$ cat src/rtl/seg_pkg.sv
package seg_pkg;
    localparam int AW = 32;
    localparam int SW = 16;

    typedef enum logic [1:0] {FS_IDLE, FS_LO, FS_HI} fetch_st_t;

    typedef struct packed {
        logic [AW-1:0] base;
        logic [AW-1:0] lim;
        logic [7:0]    attr;
        logic [3:0]    flags;
        logic          nul;
    } seg_cache_t;

    typedef struct packed {
        fetch_st_t     st;
        logic [AW-1:0] addr;
        logic [31:0]   lo;
        logic [SW-1:0] pend;
        logic [SW-1:0] sel;
        seg_cache_t    cache;
        logic          ld_fault;
    } ctl_t;
endpackage

$ cat src/rtl/seg_desc_decode.sv
module seg_desc_decode
    import seg_pkg::*;
#(
    parameter int PAGE_SHIFT = 12
) (
    input  logic [31:0] lo_i,
    input  logic [31:0] hi_i,
    output seg_cache_t  dec_o
);
    localparam logic [AW-1:0] PAGE_FILL = (AW'(1) << PAGE_SHIFT) - AW'(1);

    logic [19:0] raw_lim;

    always_comb begin
        raw_lim           = {hi_i[19:16], lo_i[15:0]};
        dec_o.base        = {hi_i[31:24], hi_i[7:0], lo_i[31:16]};
        dec_o.attr        = hi_i[15:8];
        dec_o.flags       = hi_i[23:20];
        dec_o.nul         = 1'b0;
        if (hi_i[23]) begin
            dec_o.lim = (AW'(raw_lim) << PAGE_SHIFT) | PAGE_FILL;
        end else begin
            dec_o.lim = AW'(raw_lim);
        end
    end
endmodule

$ cat src/rtl/seg_xlate.sv
module seg_xlate
    import seg_pkg::*;
(
    input  logic          clk,
    input  logic          rst_n,
    input  logic          xl_valid_i,
    input  logic [AW-1:0] xl_off_i,
    input  logic [AW-1:0] base_i,
    input  logic [AW-1:0] lim_i,
    input  logic          nul_i,
    output logic          lin_valid_o,
    output logic [AW-1:0] lin_addr_o,
    output logic          xl_fault_o
);
    typedef struct packed {
        logic          ok;
        logic          flt;
        logic [AW-1:0] lin;
    } xl_t;

    xl_t x_d, x_q;

    always_comb begin
        x_d     = x_q;
        x_d.ok  = 1'b0;
        x_d.flt = 1'b0;
        if (xl_valid_i) begin
            if (nul_i || (xl_off_i > lim_i)) begin
                x_d.flt = 1'b1;
            end else begin
                x_d.ok  = 1'b1;
                x_d.lin = base_i + xl_off_i;
            end
        end
    end

    always_ff @(posedge clk or negedge rst_n) begin
        if (!rst_n) x_q <= '0;
        else        x_q <= x_d;
    end

    assign lin_valid_o = x_q.ok;
    assign lin_addr_o  = x_q.lin;
    assign xl_fault_o  = x_q.flt;

    AST_XL_EXCL: assert property (@(posedge clk) disable iff (!rst_n)
        !(lin_valid_o && xl_fault_o));
    AST_XL_ORIGIN: assert property (@(posedge clk) disable iff (!rst_n)
        (lin_valid_o || xl_fault_o) |-> $past(xl_valid_i));
    AST_NULL_FAULTS: assert property (@(posedge clk) disable iff (!rst_n)
        (xl_valid_i && nul_i) |=> xl_fault_o);
endmodule

$ cat src/rtl/seg_cache_unit.sv
module seg_cache_unit
    import seg_pkg::*;
(
    input  logic          clk,
    input  logic          rst_n,
    input  logic          pe_i,
    input  logic          sel_we_i,
    input  logic [15:0]   sel_i,
    input  logic [31:0]   gtab_base_i,
    input  logic [15:0]   gtab_lim_i,
    input  logic [31:0]   ltab_base_i,
    input  logic [15:0]   ltab_lim_i,
    output logic          mem_valid_o,
    output logic [31:0]   mem_addr_o,
    input  logic          mem_ready_i,
    input  logic [31:0]   mem_rdata_i,
    output logic          busy_o,
    output logic          ld_fault_o,
    output logic [15:0]   sel_o,
    output logic [31:0]   seg_base_o,
    output logic [31:0]   seg_lim_o,
    output logic [7:0]    seg_attr_o,
    output logic [3:0]    seg_flags_o,
    input  logic          xl_valid_i,
    input  logic [31:0]   xl_off_i,
    output logic          lin_valid_o,
    output logic [31:0]   lin_addr_o,
    output logic          xl_fault_o
);
    localparam int RM_SHIFT = 4;
    localparam logic [AW-1:0] RM_LIMIT = AW'(16'hFFFF);
    localparam int DESC_SHIFT = 3;

    ctl_t       r_d, r_q;
    seg_cache_t dec;
    logic [AW-1:0] tbl_base, tbl_lim, ent_off, ent_end;

    seg_desc_decode #(.PAGE_SHIFT(12)) u_dec (
        .lo_i (r_q.lo),
        .hi_i (mem_rdata_i),
        .dec_o(dec)
    );

    always_comb begin
        r_d          = r_q;
        r_d.ld_fault = 1'b0;
        tbl_base     = sel_i[2] ? ltab_base_i : gtab_base_i;
        tbl_lim      = AW'(sel_i[2] ? ltab_lim_i : gtab_lim_i);
        ent_off      = AW'(sel_i[SW-1:DESC_SHIFT]) << DESC_SHIFT;
        ent_end      = ent_off + AW'(7);
        unique case (r_q.st)
            FS_IDLE: begin
                if (sel_we_i && !pe_i) begin
                    r_d.sel         = sel_i;
                    r_d.cache.base  = AW'(sel_i) << RM_SHIFT;
                    r_d.cache.lim   = RM_LIMIT;
                    r_d.cache.attr  = '0;
                    r_d.cache.flags = '0;
                    r_d.cache.nul   = 1'b0;
                end else if (sel_we_i) begin
                    if (ent_end > tbl_lim) begin
                        r_d.ld_fault = 1'b1;
                    end else begin
                        r_d.pend = sel_i;
                        r_d.addr = tbl_base + ent_off;
                        r_d.st   = FS_LO;
                    end
                end
            end
            FS_LO: begin
                if (mem_ready_i) begin
                    r_d.lo   = mem_rdata_i;
                    r_d.addr = r_q.addr + AW'(4);
                    r_d.st   = FS_HI;
                end
            end
            FS_HI: begin
                if (mem_ready_i) begin
                    r_d.cache     = dec;
                    r_d.cache.nul = (r_q.pend[SW-1:2] == '0);
                    r_d.sel       = r_q.pend;
                    r_d.st        = FS_IDLE;
                end
            end
            default: r_d.st = FS_IDLE;
        endcase
    end

    always_ff @(posedge clk or negedge rst_n) begin
        if (!rst_n) begin
            r_q           <= '0;
            r_q.st        <= FS_IDLE;
            r_q.cache.lim <= RM_LIMIT;
        end else begin
            r_q <= r_d;
        end
    end

    assign mem_valid_o = (r_q.st != FS_IDLE);
    assign mem_addr_o  = r_q.addr;
    assign busy_o      = (r_q.st != FS_IDLE);
    assign ld_fault_o  = r_q.ld_fault;
    assign sel_o       = r_q.sel;
    assign seg_base_o  = r_q.cache.base;
    assign seg_lim_o   = r_q.cache.lim;
    assign seg_attr_o  = r_q.cache.attr;
    assign seg_flags_o = r_q.cache.flags;

    seg_xlate u_xl (
        .clk        (clk),
        .rst_n      (rst_n),
        .xl_valid_i (xl_valid_i),
        .xl_off_i   (xl_off_i),
        .base_i     (r_q.cache.base),
        .lim_i      (r_q.cache.lim),
        .nul_i      (r_q.cache.nul),
        .lin_valid_o(lin_valid_o),
        .lin_addr_o (lin_addr_o),
        .xl_fault_o (xl_fault_o)
    );

    AST_ADDR_HOLD: assert property (@(posedge clk) disable iff (!rst_n)
        (mem_valid_o && !mem_ready_i) |=> (mem_valid_o && $stable(mem_addr_o)));
    AST_LDF_KEEP: assert property (@(posedge clk) disable iff (!rst_n)
        ld_fault_o |-> ($stable(sel_o) && $stable(seg_base_o) && !busy_o));
    AST_LDF_PULSE: assert property (@(posedge clk) disable iff (!rst_n)
        ld_fault_o |=> !ld_fault_o);
    AST_BUSY_KEEP: assert property (@(posedge clk) disable iff (!rst_n)
        (busy_o && !mem_ready_i) |=> busy_o);
    AST_SEL_STILL: assert property (@(posedge clk) disable iff (!rst_n)
        (busy_o && $past(busy_o)) |-> $stable(sel_o));
endmodule

$ cat config.mk
export PLATFORM = sky130hd
export DESIGN_NAME = seg_cache_unit
export DESIGN_NICKNAME = d
export VERILOG_FILES = /design/src/rtl/seg_pkg.sv /design/src/rtl/seg_desc_decode.sv /design/src/rtl/seg_xlate.sv /design/src/rtl/seg_cache_unit.sv
export SDC_FILE = /design/constraint.sdc
export NUM_CORES = 1
export LEC_CHECK = 0
export ABC_CLOCK_PERIOD_IN_PS = 3900
export BUFFER_PORTS_ARGS = -buffer_cell sky130_fd_sc_hd__buf_2
export CAP_MARGIN = 25
export CORE_MARGIN = 5
export CORE_UTILIZATION = 51
export CTS_CLUSTER_DIAMETER = 60
export DETAILED_ROUTE_END_ITERATION = 7
export GPL_TIMING_DRIVEN = 0
export PLACE_DENSITY = 0.76
export SYNTH_ARGS = -nofsm -noshare
export SYNTH_HDL_FRONTEND = slang
export SYNTH_HIERARCHICAL = 1
export SYNTH_SLANG_ARGS = --single-unit
$ cat constraint.sdc
create_clock -name clk -period 3.9 [get_ports clk]
set_input_delay 0.195 -clock clk [delete_from_list [all_inputs] [get_ports clk]]
set_output_delay 0.195 -clock clk [all_outputs]
set_load 0.1 [all_outputs]
==> metrics.md <==
| Metric | Value |
|---|---|
| Wire length of the first global-routing pass | 72900 um |
| Initial DRT Pass Iterations | 5 |
| Core ar. | approximately 0.028 mm2 |
| Initial antenna violation count | 3 |
| Synth Instances | approximately 1600 |
| Sink Count | between 200 and 250 |
| Depth of the worst register-to-register path | 9 |
| CTS Buf Count | 25 |
| H-tree Lvls | 1 |
| Clock Skew | about 0.014 ns |
| Pwr Density | approximately 860 mW/mm2 |
| Worst hold endpoint | mem_addr_o[1] |
| Setup violators final | 0 |
| Normalized max-slew margin | 40.3% |
| Initial drt markers | approximately 1200 |
| Dpl cells | ~2300 |
| Total wire length | 47700 um |
| Max rail drop VDD | about 0.8 mV |
| Crit path max fanout | 10 |
| Final worst-path cycle share | between 90% and 100% |
| Most frequent cells in the layout | buf_2 (348), nand2_1 (248), dfrtp_1 (194) |
| Pin count of the biggest net entering global routing | 113 |
| Max cap viols | 0 |
| Final Non-Filler Cells | 2438 |
| Final Net Count | around 2300 |
| Min-delay src | gtab_base_i[1] |
| Reg clk slew, reported paths | approximately 0.060 ns |
| Skew-Pair Late Insertion Delay | roughly 0.52 ns |
| Combinational Power Share | 60.1% |
| Routability congestion estimate | a little over 0.9 |
| Vias in the first global route | around 13000 |
| Crit path required time | between 4 and 5 ns |
| Layout cell share with drive strength beyond 1 | between 30% and 40% |
| Initial Util | 52.1% |
| WHS Path Cells | 3 |
| TritonCTS clock tree | done |
| Crit Path Category | in -> reg |
| Final core occ | around 65% |
| Cell Area, Synth | approximately 0.015 mm2 |
| PortBufs | 342 |
| Clock buffer depth | 3 |
| GRT Residual Overflow | 0 |
| DR vias | ~14000 |
| RSZ-0062 raised after global routing | no |
| Clock share of power | roughly 15% |
| Clock period minus worst slack | between 3 and 4 ns |
| Final Max Slew Viols | 0 |
| Syn-to-layout area delta | 24.6% |
| Worst Path Arrival | 4.14 ns |
| Final Power | 15.7 mW |
| Crit path launch type | input port |
| Detail Placement HPWL | between 30000 and 40000 um |
| Sw Share | between 50 and 60% |
| Syn Nets | 1892 |
| Via density | 5.59 |
| Final number of hold-violating endpoints | 0 |
| Setup TNS | 0 ns |
| Io pins | 343 |
| Crit end category | register |
| Pint | about 7 mW |
| Die W | between 150 and 200 um |
| Status | finished clean |
| Die area | ~0.032 mm2 |
| Die Y | approximately 180 um |
| Worst reg2reg setup slack | roughly 0.56 ns |
| Reg2reg end | u_xl/lin_addr_o[8] |
| Floorplan row count | about 60 |
| Total GRT Usage | approximately 29% |
| Worst flop-to-flop path startpoint | seg_lim_o[14] |
| Antenna viol nets, final | 0 |
| Avg Cell Area, Syn | 8.99 um2 |
| Psw | between 8 and 9 mW |
| Synth Warn # | 6 |
| Highest clock rate | roughly 270 MHz |
| Wire length per cell | slightly below 20 um |
| Commonest non-fill, non-tap cell in the layout | buf_2 |
| Seq pwr share | between 20% and 30% |
| CTS Root Cell | clkbuf_16 |
| Post-route DRC | 0 |
| Worst-Margin Slew | 0.896 ns |
| LEAKAGE | approximately 9.3 nW |
| Worst min-delay path category | in -> reg |
[cell type report]
class | count | area (um2)
Antenna cell | 2 | 5.00
Buffer | 238 | 1570
Clock buffer | 36 | 727
Clock inverter | 9 | 105
Fill cell | 2408 | 9820
Inverter | 51 | 191
Multi-Input combinational cell | 1119 | 7510
Sequential cell | 210 | 5280
Tap cell | 378 | 473
Timing Repair Buffer | 395 | 2260
[metrics by stage]
step / hold slack (ns) / instance area [um2] / setup WS [ns]
floorplan: -0.101 / 14500 / 0.348
finish: 0.0239 / 18100 / 0.144
CTS: 0.00766 / 18100 / 0.0855
global placement: 0.408 / 16700 / -0.953
global route: 0.0367 / 18100 / 0.000578
detailed placement: 0.332 / 16800 / -0.653
[power groups by stage]
stage	logic [mW]	registers (mW)	clock network (mW)
floorplan	6.58	4.81	0
global placement	9.22	3.89	0
detailed placement	9.34	3.91	0
CTS	9.41	3.89	2.36
global route	9.89	4.01	2.46
finish	9.41	3.91	2.34
[repair_timing]
action / CTS / global route
gates resized for setup: 2 / 2
pin swaps: 0 / 1
hold buffers: 48 / 0
setup buffers: 0 / 4
setup endpoints to repair: 11 / 12
hold endpoints to repair: 159 / 0
[layer usage]
layer	GRT usage (%)	wire, um	share of wire, %	up-vias
met3	3.35	3580	7.5	85
met1	37.0	19100	40	6497
met2	51.8	23600	49	618
met4	8.41	1460	3.1	2
met5	0	14	0.029	-
li1	-	-	-	6418
[how the worst max path moves through the flow]
stage	slack [ns]	from	cells after the start	endpoint
after floorplan	0.35	sel_i[2]	16	mem_addr_o[7]
after global placement	-0.95	rst_n	1	seg_flags_o[2]
after detailed placement	-0.65	sel_i[2]	17	mem_addr_o[21]
after CTS	0.09	sel_i[2]	17	mem_addr_o[21]
after global routing	0.0006	sel_i[2]	17	mem_addr_o[7]
final	0.14	sel_i[2]	17	mem_addr_o[7]
[critical path: stages]
cell and delay, ns:
buf_2 0.11, buf_4 0.19, buf_6 0.18, buf_2 0.23
buf_4 0.25, buf_2 0.28, buf_4 0.26, mux2i_1 0.22
ha_1 0.26, a21o_1 0.18, a211o_1 0.29, o221a_2 0.27
o21a_1 0.19, clkbuf_1 0.27, nand2_2 0.30, o21ai_0 0.13
a221o_1 0.31
[sequential cells by signal (all words and copies together), names as in the netlist]
signal,count
r_q,51
mem_addr_o,32
seg_base_o,32
seg_lim_o,32
u_xl/lin_addr_o,32
sel_o,16
seg_attr_o,8
seg_flags_o,4
ld_fault_o,1
u_xl/lin_valid_o,1
u_xl/xl_fault_o,1
Note: power is estimated with default switching activity, not from simulation.
